### src/rtl/smb_pkg.sv
package smb_pkg;

  localparam int BYTE_W = 8;
  localparam int WORD_W = 2 * BYTE_W;
  localparam int ID_W   = 6;

  typedef enum logic [2:0] {
    ST_IDLE,   // standby, waits for START
    ST_RX,     // shifting a byte in from the master
    ST_ACK,    // slave holds SDA low for the ninth clock
    ST_TX,     // shifting a data byte out to the master
    ST_MACK    // master's acknowledge slot after a sent byte
  } smb_state_t;

  // Byte position within a transfer, counted from the address byte.
  typedef enum logic [1:0] {
    POS_ADDR,
    POS_CMD,
    POS_HI,
    POS_LO
  } smb_pos_t;

  // Address byte matches when bit 7 is 1 and bits 6..1 equal the strap.
  function automatic logic addr_hit(input logic [BYTE_W-1:0] b,
                                    input logic [ID_W-1:0]   id);
    return (b[BYTE_W-1] == 1'b1) && (b[BYTE_W-2:1] == id);
  endfunction

  // Upper byte of a word as sent first on the wire.
  function automatic logic [BYTE_W-1:0] hi_of(input logic [WORD_W-1:0] w);
    return w[WORD_W-1:BYTE_W];
  endfunction

  function automatic logic [BYTE_W-1:0] lo_of(input logic [WORD_W-1:0] w);
    return w[BYTE_W-1:0];
  endfunction

endpackage

### src/rtl/smb_line_sync.sv
module smb_line_sync #(
  parameter int SYNC_STAGES = 2
) (
  input  logic clk,
  input  logic rst_n,
  input  logic scl_i,
  input  logic sda_i,
  output logic scl_s,
  output logic sda_s,
  output logic scl_rise,
  output logic scl_fall,
  output logic start_ev,
  output logic stop_ev
);

  logic [SYNC_STAGES-1:0] scl_ff;
  logic [SYNC_STAGES-1:0] sda_ff;
  logic scl_p;
  logic sda_p;

  // Idle bus reads high, so every stage resets to 1.
  always_ff @(posedge clk or negedge rst_n) begin
    if (!rst_n) begin
      scl_ff <= '1;
      sda_ff <= '1;
      scl_p  <= 1'b1;
      sda_p  <= 1'b1;
    end else begin
      scl_ff <= {scl_ff[SYNC_STAGES-2:0], scl_i};
      sda_ff <= {sda_ff[SYNC_STAGES-2:0], sda_i};
      scl_p  <= scl_ff[SYNC_STAGES-1];
      sda_p  <= sda_ff[SYNC_STAGES-1];
    end
  end

  assign scl_s    = scl_ff[SYNC_STAGES-1];
  assign sda_s    = sda_ff[SYNC_STAGES-1];
  assign scl_rise = scl_s & ~scl_p;
  assign scl_fall = ~scl_s & scl_p;
  // Data edges count as conditions only while the clock stays high.
  assign start_ev = scl_s & scl_p & sda_p & ~sda_s;
  assign stop_ev  = scl_s & scl_p & ~sda_p & sda_s;

endmodule

### src/rtl/smb_lockout.sv
module smb_lockout #(
  parameter int LOCK_CYC = 200
) (
  input  logic clk,
  input  logic rst_n,
  output logic lock_done
);

  localparam int CW = $clog2(LOCK_CYC + 1);
  localparam logic [CW-1:0] LIMIT = CW'(LOCK_CYC);

  logic [CW-1:0] cnt;

  always_ff @(posedge clk or negedge rst_n) begin
    if (!rst_n) begin
      cnt <= '0;
    end else if (cnt != LIMIT) begin
      cnt <= cnt + 1'b1;
    end
  end

  assign lock_done = (cnt == LIMIT);

endmodule

### src/rtl/smb_word_fsm.sv
module smb_word_fsm
  import smb_pkg::*;
(
  input  logic                clk,
  input  logic                rst_n,
  input  logic                lock_done,
  input  logic                sda_s,
  input  logic                scl_rise,
  input  logic                scl_fall,
  input  logic                start_ev,
  input  logic                stop_ev,
  input  logic [ID_W-1:0]     dev_id,
  input  logic [WORD_W-1:0]   rf_rdata,
  output logic                sda_oe,
  output logic [BYTE_W-1:0]   rf_addr,
  output logic                rf_we,
  output logic [WORD_W-1:0]   rf_wdata,
  output logic                rf_re,
  output logic                busy
);

  localparam logic [3:0] BITS = 4'(BYTE_W);

  smb_state_t        state;
  smb_pos_t          pos;
  logic [BYTE_W-1:0] rx_sh;
  logic [BYTE_W-1:0] tx_sh;
  logic [3:0]        bit_cnt;
  logic              rd_mode;
  logic              seen_rise;
  logic              m_ack;
  logic              hi_phase;
  logic [BYTE_W-1:0] cmd_q;
  logic [BYTE_W-1:0] wd_hi;
  logic [BYTE_W-1:0] wd_lo;
  logic [WORD_W-1:0] rd_word;

  // Named decision wires.
  logic byte_in_done;
  logic ack_clk_over;
  logic id_match;
  logic start_ok;

  assign byte_in_done = scl_fall && (bit_cnt == BITS);
  assign ack_clk_over = scl_fall && seen_rise;
  assign id_match     = addr_hit(rx_sh, dev_id);
  assign start_ok     = start_ev && lock_done;

  always_ff @(posedge clk or negedge rst_n) begin
    if (!rst_n) begin
      state     <= ST_IDLE;
      pos       <= POS_ADDR;
      rx_sh     <= '0;
      tx_sh     <= '0;
      bit_cnt   <= '0;
      rd_mode   <= 1'b0;
      seen_rise <= 1'b0;
      m_ack     <= 1'b0;
      hi_phase  <= 1'b0;
      cmd_q     <= '0;
      wd_hi     <= '0;
      wd_lo     <= '0;
      rd_word   <= '0;
      sda_oe    <= 1'b0;
      rf_we     <= 1'b0;
      rf_re     <= 1'b0;
      rf_wdata  <= '0;
    end else begin
      rf_we <= 1'b0;
      rf_re <= 1'b0;
      if (stop_ev) begin
        state  <= ST_IDLE;
        sda_oe <= 1'b0;
      end else if (start_ok) begin
        // Fresh or repeated START: any partial word is dropped.
        state   <= ST_RX;
        pos     <= POS_ADDR;
        bit_cnt <= '0;
        sda_oe  <= 1'b0;
      end else begin
        unique case (state)
          ST_IDLE: begin
            sda_oe <= 1'b0;
          end

          ST_RX: begin
            if (scl_rise && bit_cnt != BITS) begin
              rx_sh   <= {rx_sh[BYTE_W-2:0], sda_s};
              bit_cnt <= bit_cnt + 1'b1;
            end
            if (byte_in_done) begin
              seen_rise <= 1'b0;
              unique case (pos)
                POS_ADDR: begin
                  if (id_match) begin
                    rd_mode <= rx_sh[0];
                    sda_oe  <= 1'b1;
                    state   <= ST_ACK;
                  end else begin
                    state <= ST_IDLE;
                  end
                end
                POS_CMD: begin
                  cmd_q  <= rx_sh;
                  sda_oe <= 1'b1;
                  state  <= ST_ACK;
                end
                POS_HI: begin
                  wd_hi  <= rx_sh;
                  sda_oe <= 1'b1;
                  state  <= ST_ACK;
                end
                POS_LO: begin
                  wd_lo  <= rx_sh;
                  sda_oe <= 1'b1;
                  state  <= ST_ACK;
                end
              endcase
            end
          end

          ST_ACK: begin
            if (scl_rise) begin
              seen_rise <= 1'b1;
            end
            if (ack_clk_over) begin
              sda_oe <= 1'b0;
              if (pos == POS_ADDR && rd_mode) begin
                // Capture the whole word once so both bytes agree.
                rd_word  <= rf_rdata;
                rf_re    <= 1'b1;
                hi_phase <= 1'b1;
                sda_oe   <= ~rf_rdata[WORD_W-1];
                tx_sh    <= {hi_of(rf_rdata)[BYTE_W-2:0], 1'b0};
                bit_cnt  <= 4'd1;
                state    <= ST_TX;
              end else if (pos == POS_LO) begin
                rf_we    <= 1'b1;
                rf_wdata <= {wd_hi, wd_lo};
                state    <= ST_IDLE;
              end else begin
                pos     <= smb_pos_t'(pos + 2'd1);
                bit_cnt <= '0;
                state   <= ST_RX;
              end
            end
          end

          ST_TX: begin
            if (scl_fall) begin
              if (bit_cnt != BITS) begin
                sda_oe  <= ~tx_sh[BYTE_W-1];
                tx_sh   <= {tx_sh[BYTE_W-2:0], 1'b0};
                bit_cnt <= bit_cnt + 1'b1;
              end else begin
                sda_oe    <= 1'b0;
                seen_rise <= 1'b0;
                state     <= ST_MACK;
              end
            end
          end

          ST_MACK: begin
            if (scl_rise) begin
              seen_rise <= 1'b1;
              m_ack     <= ~sda_s;
            end
            if (ack_clk_over) begin
              if (m_ack && hi_phase) begin
                hi_phase <= 1'b0;
                sda_oe   <= ~rd_word[BYTE_W-1];
                tx_sh    <= {lo_of(rd_word)[BYTE_W-2:0], 1'b0};
                bit_cnt  <= 4'd1;
                state    <= ST_TX;
              end else begin
                sda_oe <= 1'b0;
                state  <= ST_IDLE;
              end
            end
          end

          default: state <= ST_IDLE;
        endcase
      end
    end
  end

  assign rf_addr = cmd_q;
  assign busy    = (state != ST_IDLE);

endmodule

### src/rtl/smb_word_slave.sv
module smb_word_slave
  import smb_pkg::*;
#(
  parameter int LOCK_CYC    = 200,
  parameter int SYNC_STAGES = 2
) (
  input  logic              clk,
  input  logic              rst_n,
  input  logic              scl_i,
  input  logic              sda_i,
  input  logic [5:0]        dev_id,
  output logic              sda_oe,
  output logic [7:0]        rf_addr,
  output logic              rf_we,
  output logic [15:0]       rf_wdata,
  output logic              rf_re,
  input  logic [15:0]       rf_rdata
);

  // Internal events, named for the checker.
  logic scl_s;
  logic sda_s;
  logic scl_rise;
  logic scl_fall;
  logic start_ev;
  logic stop_ev;
  logic lock_done;
  logic busy;

  smb_line_sync #(.SYNC_STAGES(SYNC_STAGES)) u_sync (
    .clk      (clk),
    .rst_n    (rst_n),
    .scl_i    (scl_i),
    .sda_i    (sda_i),
    .scl_s    (scl_s),
    .sda_s    (sda_s),
    .scl_rise (scl_rise),
    .scl_fall (scl_fall),
    .start_ev (start_ev),
    .stop_ev  (stop_ev)
  );

  smb_lockout #(.LOCK_CYC(LOCK_CYC)) u_lock (
    .clk       (clk),
    .rst_n     (rst_n),
    .lock_done (lock_done)
  );

  smb_word_fsm u_fsm (
    .clk       (clk),
    .rst_n     (rst_n),
    .lock_done (lock_done),
    .sda_s     (sda_s),
    .scl_rise  (scl_rise),
    .scl_fall  (scl_fall),
    .start_ev  (start_ev),
    .stop_ev   (stop_ev),
    .dev_id    (dev_id),
    .rf_rdata  (rf_rdata),
    .sda_oe    (sda_oe),
    .rf_addr   (rf_addr),
    .rf_we     (rf_we),
    .rf_wdata  (rf_wdata),
    .rf_re     (rf_re),
    .busy      (busy)
  );

endmodule

### config.mk
export PLATFORM = sky130hd
export DESIGN_NAME = smb_word_slave
export DESIGN_NICKNAME = d
export VERILOG_FILES = /design/src/rtl/smb_pkg.sv /design/src/rtl/smb_line_sync.sv /design/src/rtl/smb_lockout.sv /design/src/rtl/smb_word_fsm.sv /design/src/rtl/smb_word_slave.sv
export SDC_FILE = /design/constraint.sdc
export NUM_CORES = 1
export LEC_CHECK = 0
export BUFFER_PORTS_ARGS = -buffer_cell sky130_fd_sc_hd__buf_4
export CAP_MARGIN = 30
export CORE_UTILIZATION = 58
export CTS_CLUSTER_DIAMETER = 150
export DETAILED_ROUTE_END_ITERATION = 12
export GPL_TIMING_DRIVEN = 0
export PLACE_DENSITY = 0.8
export SYNTH_ARGS = -nofsm -noshare
export SYNTH_HDL_FRONTEND = slang
export SYNTH_SLANG_ARGS = --single-unit
export TNS_END_PERCENT = 5
### constraint.sdc
create_clock -name clk -period 2.5 [get_ports clk]
set_input_delay 0.625 -clock clk [delete_from_list [all_inputs] [get_ports clk]]
set_output_delay 0.625 -clock clk [all_outputs]
set_load 0.02 [all_outputs]
==> summary.md, run 1 <==
| Metric | Value |
|---|---|
| Setup TNS | 0 ns |
| NumNets Final | 454 |
| Most used DFF post-synth | sky130_fd_sc_hd__dfrtp_1 |
| Largest net degree at the start of global routing | 64 |
| Achievable Freq | 429 MHz |
| Floorplan die area | 7850 sq um |
| Fraction of layout cells with a size suffix above 1 | 38.2% |
| Global-route wire length before repair | 14500 microns |
| Run status | completed |
| Power Density | 633 nW/um^2 |
| Final cell area excluding filler cells | 5090 sq um |
| Count of pins over their slew limit | 0 |
| Kind of critical path | reg -> reg |
| Unrepaired setup endpoints after global routing | false |
| Synthesized area per cell | 12.3 sq um |
| Hold buffers post-CTS | 0 |
| Post-Route M1 WL | 4110 microns |
| Warning count from the yosys run | 0 |
| Time the worst path needs with I/O delays and setup | 2.33 ns |
| Die width | 88.6 microns |
| Flops & latches, synth | 93 |
| Final core occ | 70.2% |
| Number of antenna violations at the first check in global routing | 0 |
| Wire length reported by the detailed router | 8920 microns |
| H-tree level count | 3 |
| Quantity of I/O buffers inserted on ports | 52 |
| Via count of the routed design | 2999 |
| CP Data Required Time | 2.75 ns |
| Clock-pin slew of the registers on the worst-case setup and hold paths | 0.10 ns |
| CORE AREA | 7250 sq um |
| Max layer used | met4 |
| Transition time at the pin with the least slew margin | 0.656 ns |
| Leading post-synthesis cells by instance count | sky130_fd_sc_hd__dfrtp_1 (87), sky130_fd_sc_hd__mux2_2 (58), sky130_fd_sc_hd__nor2_1 (22), sky130_fd_sc_hd__nand2_1 (18), sky130_fd_sc_hd__a21oi_1 (13) |
| Drt wl/cell | 17.0 microns |
| Max_cap viols | 0 |
| Source-to-sink clock delay at the later pin of the worst-skew pair | 0.36 ns |
| Starting density of the core | 60.0% |
| Routed length on met3 | 375 microns |
| Drt drc | 0 |
| Tightest hold margin | 0.185 ns |
| Final setup violation count | 0 |
| Number of hold-slack violations in the final timing report | 0 |
| Die Ht | 88.6 microns |
| Nature of the critical path endpoint | flop |
| All-layer global routing usage | 24.8% |
| Area grow syn2layout | 17.1% |
| Number of unique standard cell types used by synthesis | 61 |
| Ratio of routed vias to standard cells | 5.73 |
| Initial DRT Pass Iterations | 4 |
| Signal arrival time at the worst endpoint | 2.58 ns |
| Leading cell type by number of instances after synthesis | sky130_fd_sc_hd__dfrtp_1 |
| Proportion of register bits with asynchronous set or reset after synthesis | 100% |
| Clock tree from TritonCTS | built |
| Post-route ant nets | 0 |
| Longest Clk Path Bufs | 2 |
| Leakage | 2.45 nW |
| Netlist area before placement | 4350 sq um |
| Fraction of synthesized cell area taken by the top area cell type | 50.1% |
| Number of instances in the synthesized netlist | 354 |
| Worst rel slew slack | 56.3% |
| Synthesized Nets | 389 |
| Number of global-route vias before repair | 2920 |
| Worst hold path class | in -> async |
| Diode insertion count for antenna repair | 0 |
| Top cells by area, synth | sky130_fd_sc_hd__dfrtp_1 (50%), sky130_fd_sc_hd__mux2_2 (15%), sky130_fd_sc_hd__dfstp_2 (3.6%) |
| EDFF count, synth | 0 |
| Final clock skew | 0.0122 ns |
| Cell Area, Placed | 4890 sq um |
| Final HPWL from detailed placement | 6260 microns |
| Worst setup SP type | flop |
| Largest voltage drop on the vdd net | 0.480 mV |
| Part of the cycle the worst path needs | 93.2% |
| Largest area contributor in the netlist | sky130_fd_sc_hd__dfrtp_1 |
| Aggregate global routing overflow | 0 |
| Top-level port count | 53 |
| Detailed Route Iter0 Violations | 205 |
| Standard-cell rows | 31 |
| Number of CTS-inserted buffers | 9 |
| Largest fanout on the critical path | 10 |
| Sequential share of the synthesized area | 53.7% |
| Routed wire length on met2 | 4300 microns |
| Clock root buffer | sky130_fd_sc_hd__clkbuf_8 |
| Final weighted congestion in routability-driven placement | 0.893 |
| Number of sinks on the clock net | 93 |
[metal layers]
metal	vias up	GRT usage, %
li1	1401	-
met2	80	38.3
met3	12	4.29
met1	1506	34.9
met4	0	10.3
met5	-	0
[what timing repair did]
item,4_1_cts,5_1_grt
endpoints found under the setup margin,2,9
gates resized for setup,0,1
buffers inserted,1,0
pin swaps,1,0
[logic make-up after synthesis]
family	Yosys count	synth area share, %
AOI/OAI and AO/OA	56	8.60
buffers and inverters	22	2.82
muxes	67	17.9
adders and majority gates	9	2.59
xor gates and xnor gates	13	2.62
and+or+nand+nor	94	11.8
DFF	93	53.7
[where the power goes]
part	switching, mW	total [mW]	internal (mW)	leakage, nW
clock	0.578	0.959	0.381	0.0867
sequential	0.145	1.79	1.65	1.22
combinational	0.215	0.472	0.258	1.15
[per-stage QoR]
stage	power, mW	setup slack, ns	std cells
floorplan	2.11	0.357	354
global placement	2.26	0.0106	505
detailed placement	2.29	-0.0484	506
CTS	3.24	0.165	523
global route	3.37	0.00572	523
finish	3.22	0.171	523
[sequential cells by signal, indices dropped and copies added, names as in the netlist, 2 cells and up]
name / count
u_fsm.rf_addr: 8
u_lock.cnt: 8
u_fsm.tx_sh: 7
u_fsm.bit_cnt: 4
u_sync.scl_ff: 2
u_fsm.rf_wdata: 16
u_sync.sda_ff: 2
u_fsm.wd_lo: 8
u_fsm.wd_hi: 8
u_fsm.rx_sh: 8
u_fsm.pos: 2
u_fsm.rd_word: 8
u_fsm.state: 3
[critical path: stages, from the launching register on]
cell	delay, ns
sky130_fd_sc_hd__dfstp_2	0.55
sky130_fd_sc_hd__buf_4	0.16
sky130_fd_sc_hd__nand3b_1	0.21
sky130_fd_sc_hd__nor3_2	0.33
sky130_fd_sc_hd__nand3_2	0.23
sky130_fd_sc_hd__buf_1	0.37
sky130_fd_sc_hd__mux2_2	0.37
[cell usage in the layout, fill, tap and decap left out, drive strengths merged, types with 2 or more instances in the layout]
master	n
a21o	2
a21oi	13
a31oi	4
a32o	2
and2	3
and2b	2
and3	3
and3b	2
buf	59
clkbuf	15
clkinv	2
clkinvlp	3
dfrtp	87
dfstp	6
ha	9
inv	13
mux2	65
mux2i	2
nand2	22
nand2b	5
nand3	8
nand3b	2
nand4b	3
nor2	22
nor3	7
nor3b	3
o211ai	2
o21ai	13
o22ai	10
or3	6
xnor2	11
xor2	2
[final cells by class]
class	count	area (sq um)
flip-flops and latches	93	2330
fillers	552	2160
multi-input cells	239	1900
repair buffers	54	425
clock buffers	9	124
well taps	99	124
plain buffers	11	81.3
clock inverters	7	67.6
inverters	11	41.3
[final timing paths]
| check | start | to | slack (ns) | depth (start not counted) |
|---|---|---|---|---|
| min reg2reg | u_sync.scl_ff[0]$_DFF_PN1_ | u_sync.scl_ff[1]$_DFF_PN1_ | 0.36 | 0 |
| max | u_sync.scl_p$_DFF_PN1_ | u_fsm.rf_wdata[9]$_DFFE_PN0P_ | 0.17 | 6 |
| min | rst_n | u_fsm.rf_wdata[2]$_DFFE_PN0P_ | 0.18 | 1 |
| max reg2reg | u_sync.scl_p$_DFF_PN1_ | u_fsm.rf_wdata[9]$_DFFE_PN0P_ | 0.17 | 6 |
| min in group clk | u_sync.scl_ff[0]$_DFF_PN1_ | u_sync.scl_ff[1]$_DFF_PN1_ | 0.36 | 0 |
| max in group asynchronous | rst_n | u_sync.scl_p$_DFF_PN1_ | 1.62 | 2 |
Power figures use the tool's default switching activity.
==> run 2, diff against run 1 <==
CORE_ASPECT_RATIO = 0.9   (was default)
==> run 2 against run 1 <==
  * Largest power group unchanged
  * Combinational power is essentially flat
  * Worst hold slack better by 0.013 ns
  * Setup slack worse by 0.0040 ns
  * Die area is essentially flat
  * First-iteration DRC count up 3.9%
==> summary.md, run 2 (synthesis gave the netlist of run 1 again) <==
| Metric | Value |
|---|---|
| Run status | completed |
| Floorplan die area | 7850 sq um |
| Transition time at the pin with the least slew margin | 0.601 ns |
| H-tree level count | 3 |
| Top-level port count | 53 |
| Largest voltage drop on the vdd net | 0.401 mV |
| Most common cell after layout, fill and taps aside | sky130_fd_sc_hd__dfrtp_1 |
| Maximum single-stage delay on the critical path | 0.56 ns |
| Global-route wire length before repair | 14900 microns |
| CP Data Required Time | 2.75 ns |
| Worst hold path class | in -> async |
| Final clock skew | 0.00750 ns |
| Number of cells after detailed placement | 500 |
| Number of antenna violations at the first check in global routing | 0 |
| Post-route ant nets | 0 |
| Diode insertion count for antenna repair | 0 |
| Commonest non-fill, non-tap cells in the layout | sky130_fd_sc_hd__dfrtp_1 (87), sky130_fd_sc_hd__mux2_2 (58), sky130_fd_sc_hd__buf_4 (54), sky130_fd_sc_hd__nor2_1 (22), sky130_fd_sc_hd__nand2_1 (18) |
| Setup repair bufs after CTS | 1 |
| Critical Path Slowest Stage Cell | sky130_fd_sc_hd__or4_1 |
| Number of sinks on the clock net | 93 |
| Crit path depth | 8 |
| Final setup violation count | 0 |
| Leakage | 2.47 nW |
| Worst rel slew slack | 59.6% |
| Count of pins over their slew limit | 0 |
| Non-Filler Instances | 517 |
| Largest net degree at the start of global routing | 63 |
| Nature of the critical path endpoint | flop |
| Cell family with the largest share of critical-path delay | simple AND/OR/NAND/NOR gates |
| Largest fanout on the critical path | 9 |
| Unrepaired setup endpoints after global routing | false |
| Number of CTS-inserted buffers | 9 |
| Worst setup SP type | flop |
| Signal arrival time at the worst endpoint | 2.59 ns |
| Wire length reported by the detailed router | 9010 microns |
| Clock root buffer | sky130_fd_sc_hd__clkbuf_8 |
| Number of hold-slack violations in the final timing report | 0 |
| Final weighted congestion in routability-driven placement | 0.928 |
| Die Ht | 84.2 microns |
| Max reg flops | 16 |
| Final HPWL from detailed placement | 6360 microns |
| NumNets Final | 454 |
| Drt drc | 0 |
| Starting density of the core | 60.8% |
| Drt wl/cell | 17.4 microns |
| Time the worst path needs with I/O delays and setup | 2.33 ns |
| Setup TNS | 0 ns |
| Aggregate global routing overflow | 0 |
| Area grow syn2layout | 17.5% |
| Clock-pin slew of the registers on the worst-case setup and hold paths | 0.09 ns |
| Max_cap viols | 0 |
| Clock tree from TritonCTS | built |
| Source-to-sink clock delay at the later pin of the worst-skew pair | 0.37 ns |
| Final core occ | 71.5% |
| Cell Area, Placed | 4880 sq um |
| Kind of critical path | reg -> reg |
| CORE AREA | 7150 sq um |
| Quantity of I/O buffers inserted on ports | 52 |
| Final cell area excluding filler cells | 5110 sq um |
| Part of the cycle the worst path needs | 93.3% |
| Longest Clk Path Bufs | 2 |
| Detailed Route Iter0 Violations | 213 |
| Routed length on met3 | 406 microns |
| Critical path, cell by cell | inv_1, ha_1, nand4b_1, or4_1, buf_6, and2_4, o211ai_4, mux2_4 |
| Routed wire length on met2 | 4240 microns |
| Max layer used | met4 |
| Power Density | 660 nW/um^2 |
| Number of global-route vias before repair | 3101 |
| Ratio of routed vias to standard cells | 5.81 |
| Buffering stage count on the worst path with inverters included | 2 |
| Achievable Freq | 429 MHz |
| Total chip power | 3.38 mW |
| Number of cells upsized or downsized after cts | 0 |
| Via count of the routed design | 3005 |
| Hold buffers post-CTS | 0 |
| Fraction of layout cells with a size suffix above 1 | 37.7% |
| Depth of the most critical reg-to-reg path | 8 |
| Die width | 93.3 microns |
| Post-Route M1 WL | 4230 microns |
| Initial DRT Pass Iterations | 4 |
| Register containing the most flip-flops in the final layout | u_fsm.rf_wdata |
| All-layer global routing usage | 24.8% |
| Standard-cell rows | 29 |
## run 2: metal layers
layer / vias up / track usage (%)
li1: 1396 / -
met2: 93 / 39.4
met1: 1498 / 35.0
met5: - / 0
met4: 0 / 7.97
met3: 18 / 4.62
## run 2: where the power goes
group	total [mW]	switching (mW)	internal [mW]
logic	0.473	0.215	0.259
clock network	1.11	0.536	0.572
registers	1.80	0.147	1.65
## run 2: area by class of cell
type | count | area [sq um]
buffer | 11 | 81.3
clock buffer | 10 | 128
clock inverter | 6 | 93.8
fill | 500 | 2040
inverter | 11 | 41.3
multi-input combinational | 239 | 1890
sequential | 93 | 2330
tap | 93 | 116
timing repair buffer | 54 | 425
## run 2: path summary, 6_finish.rpt
kind,from,to,slack (ns)
setup / recovery,u_lock.cnt[0]$_DFFE_PN0P_,u_fsm.tx_sh[6]$_DFFE_PN0P_,0.17
hold / removal,rst_n,u_fsm.rf_wdata[3]$_DFFE_PN0P_,0.20
setup reg to reg,u_lock.cnt[0]$_DFFE_PN0P_,u_fsm.tx_sh[6]$_DFFE_PN0P_,0.17
hold reg to reg,u_sync.scl_ff[0]$_DFF_PN1_,u_sync.scl_ff[1]$_DFF_PN1_,0.36
max in group asynchronous,rst_n,u_sync.scl_ff[0]$_DFF_PN1_,1.61
min in group clk,u_sync.scl_ff[0]$_DFF_PN1_,u_sync.scl_ff[1]$_DFF_PN1_,0.36
## run 2: through the flow
step	hold WS [ns]	setup WS, ns
global route	0.226	0.0805
finish	0.197	0.167
global placement	0.345	0.0144
detailed placement	0.347	-0.0757
floorplan	0.329	0.357
CTS	0.207	0.144
## run 2: worst register-to-register path: stages, from the launching register on
cell	delay, ns
sky130_fd_sc_hd__dfrtp_1	0.44
sky130_fd_sc_hd__inv_1	0.09
sky130_fd_sc_hd__ha_1	0.14
sky130_fd_sc_hd__nand4b_1	0.15
sky130_fd_sc_hd__or4_1	0.56
sky130_fd_sc_hd__buf_6	0.17
sky130_fd_sc_hd__and2_4	0.16
sky130_fd_sc_hd__o211ai_4	0.18
sky130_fd_sc_hd__mux2_4	0.34
==> run 3, diff against run 2 <==
SYNTH_HIERARCHICAL = 1   (was default)
==> run 3 against run 2 <==
  * Total power decreased by 1.7%
  * First-iteration DRC count increased by 0.47%
  * Worst hold slack improved by 0.059 ns
  * Count of clock-buffer cells in the layout decreased by 1
  * Critical path type unchanged
  * Critical path depth unchanged
  * Via count increased by 2.3%
  * Sequential share of layout area decreased by 0.62 points
  * Flip-flop and latch count unchanged
  * Critical endpoint is now u_fsm/rf_wdata[13]$_DFFE_PN0P_
  * Combinational power increased by 2%
  * Maximum frequency decreased by 4.1%
  * Area after synthesis increased by 1.2%
  * Final area increased by 1.4%
==> summary.md, run 3 <==
| Metric | Value |
|---|---|
| Run status | completed |
| Largest net degree at the start of global routing | 52 |
| Worst rel slew slack | 49.6% |
| Leakage | 2.60 nW |
| Number of instances in the synthesized netlist | 356 |
| Fill cells | 523 |
| First element of the critical path | u_sync/sda_p$_DFF_PN1_ |
| Quantity of I/O buffers inserted on ports | 52 |
| Number of CTS-inserted buffers | 9 |
| Tightest hold margin | 0.256 ns |
| Signal arrival time at the worst endpoint | 2.68 ns |
| CP Data Required Time | 2.75 ns |
| Aggregate global routing overflow | 0 |
| Largest voltage drop on the vdd net | 0.489 mV |
| Starting density of the core | 61.3% |
| Global-route wire length before repair | 15200 microns |
| Largest fanout on the critical path | 10 |
| Drt drc | 0 |
| Register containing the most flip-flops in the final layout | u_fsm/rf_wdata |
| Die width | 93.8 microns |
| Ratio of routed vias to standard cells | 5.92 |
| Kind of critical path | reg -> reg |
| Final HPWL from detailed placement | 6510 microns |
| Via count of the routed design | 3073 |
| Count of pins over their slew limit | 0 |
| NumNets Final | 455 |
| Floorplan die area | 7940 sq um |
| Most common cell after layout, fill and taps aside | sky130_fd_sc_hd__dfrtp_1 |
| RR Startpoint | u_sync/sda_p$_DFF_PN1_ |
| Worst setup SP type | flop |
| Nature of the critical path endpoint | flop |
| Diode insertion count for antenna repair | 0 |
| Initial DRT Pass Iterations | 4 |
| Final weighted congestion in routability-driven placement | 0.871 |
| Warning count from the yosys run | 6 |
| Final setup violation count | 0 |
| Die Ht | 84.7 microns |
| Synthesized Nets | 390 |
| Unrepaired setup endpoints after global routing | false |
| Transition time at the pin with the least slew margin | 0.748 ns |
| Final clock skew | 0.0141 ns |
| Final core occ | 72.1% |
| Power Density | 640 nW/um^2 |
| Wire length reported by the detailed router | 9310 microns |
| Hold buffers post-CTS | 0 |
| Max_cap viols | 0 |
| Worst hold path class | in -> async |
| Number of global-route vias before repair | 2983 |
| Commonest non-fill, non-tap cells in the layout | sky130_fd_sc_hd__dfrtp_1 (87), sky130_fd_sc_hd__buf_4 (55), sky130_fd_sc_hd__mux2_2 (42), sky130_fd_sc_hd__nand2_1 (23), sky130_fd_sc_hd__nor2_1 (17) |
| Netlist area before placement | 4400 sq um |
| Achievable Freq | 411 MHz |
| Time the worst path needs with I/O delays and setup | 2.43 ns |
| Max reg flops | 16 |
| Number of hold-slack violations in the final timing report | 0 |
| Synthesized area per cell | 12.4 sq um |
| Clock root buffer | sky130_fd_sc_hd__clkbuf_8 |
| Number of sinks on the clock net | 93 |
| All-layer global routing usage | 25.2% |
| Post-route ant nets | 0 |
| Clock-pin slew of the registers on the worst-case setup and hold paths | 0.10 ns |
| CORE AREA | 7180 sq um |
| Top-level port count | 53 |
| Clock tree from TritonCTS | built |
| Detailed Route Iter0 Violations | 214 |
| Area grow syn2layout | 17.7% |
| Part of the cycle the worst path needs | 97.3% |
| Drt wl/cell | 17.9 microns |
| Longest Clk Path Bufs | 2 |
| Total chip power | 3.32 mW |
| Source-to-sink clock delay at the later pin of the worst-skew pair | 0.36 ns |
| H-tree level count | 3 |
| Fraction of layout cells with a size suffix above 1 | 37.3% |
| Number of antenna violations at the first check in global routing | 0 |
| Standard-cell rows | 29 |
-- run 3: area by class of cell --
cell class	instances	area [sq um]	share of cell area, %
multi-input combinational	242	1980	38.2
buffer	11	72.6	1.40
tap	93	116	2.25
clock inverter	7	92.6	1.79
clock buffer	9	124	2.39
sequential	93	2330	45.1
timing repair buffer	54	425	8.21
inverter	10	37.5	0.724
-- run 3: power breakdown --
group / internal (mW) / switching [mW] / leakage (nW)
clock: 0.488 / 0.576 / 0.103
sequential: 1.63 / 0.141 / 1.24
combinational: 0.230 / 0.252 / 1.26
-- run 3: worst paths after layout --
check | endpoint | slack [ns] | cells after the start
worst max-delay path | u_fsm/rf_wdata[13]$_DFFE_PN0P_ | 0.07 | 8
worst min register to register | u_sync/sda_ff[1]$_DFF_PN1_ | 0.36 | 0
worst max register to register | u_fsm/rf_wdata[13]$_DFFE_PN0P_ | 0.07 | 8
max in group asynchronous | u_sync/scl_ff[0]$_DFF_PN1_ | 1.56 | 2
worst min-delay path | u_fsm/bit_cnt[0]$_DFFE_PN0P_ | 0.26 | 1
min in group clk | u_sync/sda_ff[1]$_DFF_PN1_ | 0.36 | 0
-- run 3: critical path, stage by stage (launching register included) --
cell,delay (ns)
sky130_fd_sc_hd__dfstp_2,0.54
sky130_fd_sc_hd__and4b_1,0.20
sky130_fd_sc_hd__buf_2,0.18
sky130_fd_sc_hd__a21o_2,0.27
sky130_fd_sc_hd__nor2_1,0.17
sky130_fd_sc_hd__nand2_1,0.16
sky130_fd_sc_hd__nor2_4,0.26
sky130_fd_sc_hd__buf_8,0.19
sky130_fd_sc_hd__mux2_2,0.34
-- run 3: metal layers --
layer	global-route usage (%)	vias to the layer above	part of all wire [%]
li1	-	1422	-
met1	36.1	1540	45
met2	38.5	96	48
met3	5.07	15	5.0
met4	8.95	0	1.5
met5	0	-	0
-- run 3: what timing repair did --
item                       CTS  global route
setup endpoints to repair   46            17
setup buffers                1             0
resized for setup            3             4
pin swaps                    2             0
-- run 3: per-stage QoR --
step / TNS (ns) / worst slack [ns] / cells / instance area, sq um
5_1_grt: 0 / 0.00113 / 519 / 5180
3_5_place_dp: -5.69 / -0.361 / 502 / 4940
6_report: 0 / 0.0674 / 519 / 5180
4_1_cts: 0 / 0.00823 / 519 / 5170
3_3_place_gp: -3.92 / -0.298 / 501 / 4910
2_1_floorplan: 0 / 0.264 / 356 / 4400
